**src/rtl/lane_dec_pkg.sv**
```systemverilog
package lane_dec_pkg;
  localparam int LANE_W = 4;

  typedef enum logic [1:0] {
    SC_BYTE = 2'd0,
    SC_HALF = 2'd1,
    SC_WORD = 2'd2,
    SC_DWRD = 2'd3
  } scale_e;

  typedef struct packed {
    scale_e              scale;
    logic [LANE_W-1:0]   idx;
    logic                bcast;
    logic                undef;
  } lane_dec_t;
endpackage

```
**src/rtl/lane_dec_classify.sv**
```systemverilog
module lane_dec_classify
  import lane_dec_pkg::*;
(
  input  logic [1:0] scale_fld,
  input  logic       is_load,
  input  logic       wide,
  input  logic       lane_hi,
  input  logic [1:0] size,
  output lane_dec_t  dec
);
  always_comb begin
    dec = '0;
    unique case (scale_fld)
      2'b00: begin
        dec.scale = SC_BYTE;
        dec.idx   = {wide, lane_hi, size};
      end
      2'b01: begin
        dec.scale = SC_HALF;
        dec.undef = size[0];
        dec.idx   = {1'b0, wide, lane_hi, size[1]};
      end
      2'b10: begin
        if (size[1]) begin
          dec.undef = 1'b1;
        end else if (!size[0]) begin
          dec.scale = SC_WORD;
          dec.idx   = {2'b00, wide, lane_hi};
        end else begin
          dec.scale = SC_DWRD;
          dec.undef = lane_hi;
          dec.idx   = {3'b000, wide};
        end
      end
      default: begin
        dec.undef = ~is_load | lane_hi;
        dec.bcast = is_load & ~lane_hi;
        dec.scale = scale_e'(size);
      end
    endcase
  end
endmodule

```
**src/rtl/lane_dec_widths.sv**
```systemverilog
module lane_dec_widths #(
  parameter int BASE_ELEM_BITS = 8,
  parameter int BASE_VEC_BITS  = 64,
  parameter int BITS_W         = 7,
  parameter int BYTES_W        = 4,
  parameter int VEC_W          = 8
) (
  input  logic [1:0]         scale,
  input  logic               wide,
  output logic [BITS_W-1:0]  elem_bits,
  output logic [BYTES_W-1:0] elem_bytes,
  output logic [VEC_W-1:0]   vec_bits
);
  localparam int BYTE_SHIFT = 3;

  function automatic logic [BITS_W-1:0] bits_of(input logic [1:0] sc);
    return BITS_W'(BASE_ELEM_BITS) << sc;
  endfunction

  function automatic logic [BYTES_W-1:0] bytes_of(input logic [BITS_W-1:0] b);
    return BYTES_W'(b >> BYTE_SHIFT);
  endfunction

  function automatic logic [VEC_W-1:0] vec_of(input logic w);
    return VEC_W'(BASE_VEC_BITS) << w;
  endfunction

  assign elem_bits  = bits_of(scale);
  assign elem_bytes = bytes_of(elem_bits);
  assign vec_bits   = vec_of(wide);
endmodule

```
**src/rtl/lane_dec_count.sv**
```systemverilog
module lane_dec_count #(
  parameter int CNT_W = 3
) (
  input  logic             cnt_hi,
  input  logic             cnt_lo,
  output logic [CNT_W-1:0] num_elems
);
  function automatic logic [CNT_W-1:0] count_of(input logic [1:0] code);
    return CNT_W'(code) + CNT_W'(1);
  endfunction

  assign num_elems = count_of({cnt_hi, cnt_lo});
endmodule

```
**src/rtl/lane_access_decoder.sv**
```systemverilog
module lane_access_decoder
  import lane_dec_pkg::*;
#(
  parameter int BASE_ELEM_BITS = 8,
  parameter int BASE_VEC_BITS  = 64,
  localparam int BITS_W  = $clog2(BASE_ELEM_BITS << 3) + 1,
  localparam int BYTES_W = $clog2(BASE_ELEM_BITS) + 1,
  localparam int VEC_W   = $clog2(BASE_VEC_BITS << 1) + 1,
  localparam int CNT_W   = 3
) (
  input  logic [2:0]         opcode,
  input  logic               is_load,
  input  logic               wide,
  input  logic               lane_hi,
  input  logic               regcnt,
  input  logic [1:0]         size,
  output logic [1:0]         eff_scale,
  output logic [BITS_W-1:0]  elem_bits,
  output logic [BYTES_W-1:0] elem_bytes,
  output logic [LANE_W-1:0]  lane_idx,
  output logic [CNT_W-1:0]   num_elems,
  output logic               broadcast,
  output logic [VEC_W-1:0]   vec_bits,
  output logic               undef_enc
);
  lane_dec_t dec_w;

  lane_dec_classify u_classify (
    .scale_fld (opcode[2:1]),
    .is_load   (is_load),
    .wide      (wide),
    .lane_hi   (lane_hi),
    .size      (size),
    .dec       (dec_w)
  );

  lane_dec_widths #(
    .BASE_ELEM_BITS (BASE_ELEM_BITS),
    .BASE_VEC_BITS  (BASE_VEC_BITS),
    .BITS_W         (BITS_W),
    .BYTES_W        (BYTES_W),
    .VEC_W          (VEC_W)
  ) u_widths (
    .scale      (dec_w.scale),
    .wide       (wide),
    .elem_bits  (elem_bits),
    .elem_bytes (elem_bytes),
    .vec_bits   (vec_bits)
  );

  lane_dec_count #(.CNT_W(CNT_W)) u_count (
    .cnt_hi    (opcode[0]),
    .cnt_lo    (regcnt),
    .num_elems (num_elems)
  );

  assign eff_scale = dec_w.scale;
  assign lane_idx  = dec_w.idx;
  assign broadcast = dec_w.bcast;
  assign undef_enc = dec_w.undef;
endmodule

```
**config.mk**
```make
export PLATFORM = sky130hd
export DESIGN_NAME = lane_access_decoder
export DESIGN_NICKNAME = d
export VERILOG_FILES = /design/src/rtl/lane_dec_pkg.sv /design/src/rtl/lane_dec_classify.sv /design/src/rtl/lane_dec_widths.sv /design/src/rtl/lane_dec_count.sv /design/src/rtl/lane_access_decoder.sv
export SDC_FILE = /design/constraint.sdc
export NUM_CORES = 1
export LEC_CHECK = 0
export BUFFER_PORTS_ARGS = -buffer_cell sky130_fd_sc_hd__buf_2
export CAP_MARGIN = 20
export CORE_AREA = 2 2 39 41
export DETAILED_ROUTE_END_ITERATION = 10
export DIE_AREA = 0 0 41 43
export SETUP_SLACK_MARGIN = 0.05
export SYNTH_ARGS = -nofsm -noshare
export SYNTH_HDL_FRONTEND = slang
export SYNTH_HIERARCHICAL = 1
export SYNTH_SLANG_ARGS = --single-unit
```
**constraint.sdc**
```tcl
create_clock -name vclk -period 2.3
set_input_delay 0.46 -clock vclk [all_inputs]
set_output_delay 0.46 -clock vclk [all_outputs]
set_load 0.005 [all_outputs]
```
; Word level (Yosys, flattened, before mapping)
; Cells that the tools add are included.
[totals]
ff_bits = 0
inputBits = 9
[classes]
add_sub_neg = 1
n_eq_ne = 2
shift = 2
muxes = 8
bitwise = 4
reduce_logical = 2
[ops]
columns = cell, count
row1 = one-hot mux 4 bit (3 select lines), 1
row2 = "left shift 7 x 1 -> 8 bit, first input constant", 1
row3 = "left shift 4 x 2 -> 7 bit, first input constant", 1
row4 = 2-to-1 mux 6 bit, 1
row5 = one-hot mux 2 bit (3 select lines), 1
row6 = 2-to-1 mux 5 bit, 1
row7 = "adder 2 x 1 -> 3 bit, second input constant", 1
row8 = 2-to-1 mux 1 bit, 3
row9 = one-hot mux 1 bit (3 select lines), 1
row10 = OR reduction 3 bit, 1
row11 = "equality test 2 x 1 -> 1 bit, second input constant", 1
row12 = "equality test 2 bit, second input constant", 1
row13 = zero test 2 bit, 1
row14 = NOT 1 bit, 2
row15 = AND 1 bit, 1
row16 = OR 1 bit, 1

; Longest topological paths before layout
[logic_depth]
depth_word = 4
ltp_mapped = 5
ltp_nobuf = 4

; Modules after synthesis
; The synthesis kept the hierarchy.
[modules_own_cells]
columns = module, instances, cells_per_inst, area_per_inst_um2, seq_area_each_um2
row1 = lane_dec_classify, 1, 26, 157.7, 0.0
row2 = lane_dec_widths, 1, 20, 138.9, 0.0
row3 = lane_dec_count, 1, 2, 16.3, 0.0

; Least setup slack after synthesis
; OpenSTA, ideal clock, no wires.
[synth_path]
kind = input port to output port
startpoint = input port opcode[1]
endpoint = output port elem_bytes[3]
arrival_time_ps = 1396
t_required_ps = 1840
slack_ps = 444
stages = 5
n_path_buf = 2
path_cell_list = buf_6 or2_4 a21boi_1 and2_2 buf_4
[synth_between]
elab_chain_len = 3
word_cells_on_any_way = 5
cone_classes = eq/ne (2) / shift (1) / mux (1) / reduce/logical (1)
[synth_rtl]
columns = item, line_no
row1 = from (decl), lane_access_decoder.sv:11  ; input logic [2:0] opcode,
row2 = "equality test 2 bit, or another cell as far along", lane_dec_classify.sv:13  ; unique case (scale_fld)
row3 = one-hot mux 2 bit (3 select lines) (*), lane_dec_classify.sv:13
row4 = via eff_scale[1], lane_access_decoder.sv:17  ; output logic [1:0] eff_scale,
row5 = left shift 4 x 2 -> 7 bit (*), lane_dec_widths.sv:17  ; return BITS_W'(BASE_ELEM_BITS) << sc;
row6 = to (decl), lane_access_decoder.sv:19  ; output logic [BYTES_W-1:0] elem_bytes,
; Mark *: on every way through the listed nets, which the timed path passes. The rest lies on a longest branch.

; Worst setup path in the final report
[layout_path]
startpoint = input port opcode[1]
endpoint = output port elem_bits[5]
[layout_between]
elab_chain_len = 3
word_cells_on_any_way = 5
cone_classes = eq/ne (2) / shift (1) / mux (1) / reduce/logical (1)
[layout_rtl]
columns = item, line_no
row1 = "equality test 2 bit, or another cell as far along", lane_dec_classify.sv:13
row2 = one-hot mux 2 bit (3 select lines) (*), lane_dec_classify.sv:13
row3 = left shift 4 x 2 -> 7 bit (*), lane_dec_widths.sv:17
row4 = to (decl), lane_access_decoder.sv:18  ; output logic [BITS_W-1:0] elem_bits,
; Mark *: on every way between the ends. The rest lies on a longest branch, timed or not.

==> impl_metrics.tcl <==
set metrics [dict create \
    status "complete, no violations" \
    hold_start "regcnt" \
    design.seq.count 0 \
    cts_setup_buffers 0 \
    crit_path_end_kind "primary output" \
    drt_wl_total_um 737 \
    crit_arrival_ns 1.46 \
    dp_slack_ns 0.371 \
    maxSlewViolCount 0 \
    die-area_um2 1760 \
    irDropWorstVdd_uv 51.4 \
    grt-ovfl-total 0 \
    firstDrtPassIters 3 \
    postCtsResizedCells 0 \
    dp.cells 86 \
    wl_per_cell_um 8.57 \
    start_util 0.226 \
    die_y_um 43 \
    cp_common_cell "buf_2" \
    synthCells 48 \
    crit_fanout 10 \
    coreArea_um2 1380 \
    hold_path_class "input pin to primary output" \
    period_minus_slack_ns 1.92 \
    finalHoldViolCount 0 \
    max_stage_delay_ns 0.27 \
    netlist_area_um2 313 \
    grt_pass1_wl_um 1020 \
    hold_buffers 0 \
    io_pins 39 \
    syn_to_final_growth_pct 25.2 \
    required_ns 1.84 \
    crit_start "opcode[1]" \
    p_leak_uw 0.000250 \
    synth_area_leaders "buf_4, nor2_1, mux2i_1, nor2b_1, o22ai_1" \
    period_share 0.834 \
    rsz0062_at_grt "no" \
    setup_viol 0 \
    synth_area_leader_cell "buf_4" \
    ant_nets 0 \
    netlist.area_leader.share 0.336 \
    cpMaxStageDelayCell "or2_4" \
    startpoint_type "input pin" \
    drt-vias-per-instance 4.09 \
    gp_congestion 0.690 \
    antennaDiodeCount 0 \
    io_buffers 30 \
    synth_most_common_cell "buf_4" \
    fin_nets 82 \
    antenna_found_initial 0 \
    layout_setup_ws_ns 0.381 \
    die_x_um 41 \
    ys_warn_count 6 \
    avgSynthCellArea_um2 6.52 \
    path_cells "buf_2, or2_4, a21boi_1, and2b_2, buf_2" \
    clkbuf_count 0 \
    met3_usage 0.0105 \
    grt_usage 0.0759 \
    yosysUniqueCellTypes 21 \
    use_met2 0.141 \
    grt_start_max_net_pins 13 \
    ys_top_cells_by_count "buf_4, nor2_1, inv_1, nor2b_1, o22ai_1" \
    use_met1 0.0918 \
    drc 0 \
    p_per_area_nw_per_um2 187 \
    max_cap_viol_count 0 \
    fp-row-count 14 \
    finalSetupTns_ns 0 \
    dp_hpwl_um 622 \
    vias 352 \
    drt_iter0_drc 6 \
    fillers 172 \
    drive_above_1_share 0.471 \
    finalNonFillerCells 86 \
    top_usage_layer "met2" \
    worstSetupPathType "input pin to primary output" \
    seqCellArea_um2 0 \
    max_freq_ghz 0.521 \
    first_global_vias 253 \
    ys_seq_area_frac 0 \
]
==> critical path: cells and delay by family <==
kind | cells | cell delay, ns
AOI/OAI and AO/OA | 1 | 0.25
buffers and inverters | 2 | 0.26
and+or+nand+nor | 2 | 0.47
==> layout make-up <==
class | instances | area (µm²) | area share
Multi-Input combinational cell | 37 | 210 | 0.537
Tap cell | 16 | 20.0 | 0.0511
Inverter | 3 | 11.3 | 0.0288
Timing Repair Buffer | 30 | 150 | 0.383
==> metrics by stage <==
stage | util | hold slack [ns] | total power (µW) | area [µm²]
2_1_floorplan | - | 0.947 | 57.8 | 343
3_3_place_gp | 0.283 | 1.15 | 73.2 | 392
3_5_place_dp | 0.283 | 1.16 | 73.8 | 392
4_1_cts | 0.283 | 1.16 | 74.1 | 392
5_1_grt | 0.283 | 1.16 | 84.1 | 392
6_report | 0.283 | 1.15 | 73.4 | 392
==> placed cells by master (no fill, tap or decap), drive strengths merged <==
cell type / Yosys / final
a31oi: 1 / 1
buf: 16 / 30
mux2i: 2 / 2
conb: 1 / 9
a22oi: 1 / 1
and2b: 1 / 1
a21boi: 1 / 1
nand3: 1 / 1
and2: 1 / 1
a21oi: 2 / 2
nor2: 6 / 6
nand2: 2 / 2
o22ai: 3 / 3
nor2b: 3 / 3
nor3b: 1 / 1
inv: 3 / 3
ha: 1 / 1
or2: 1 / 1
o21a: 1 / 1
==> power by group <==
group          total [µW]  switching, µW  internal [µW]
clock network           0              0              0
registers               0              0              0
logic                73.4           38.2           35.2
==> layer usage <==
layer,vias to the layer above,share of wire
li1,180,-
met1,147,0.40
met2,25,0.44
met3,0,0.16
met4,0,0
met5,-,0
==> worst paths after layout <==
path  slack, ns  cells past startpoint            to
min        1.15                      3  num_elems[0]
max        0.38                      5  elem_bits[5]
==> cells by family (layout without fill, tap and decap cells) <==
kind of cell / count (synthesis) / after routing / synth area share
muxes: 2 / 2 / 0.0640
other: 1 / 9 / 0.0120
adders and majority gates: 1 / 1 / 0.0400
buffers and inverters: 19 / 33 / 0.424
AOI/OAI and AO/OA: 9 / 9 / 0.184
and+or+nand+nor: 16 / 16 / 0.276
Power figures use the tool's default switching activity.
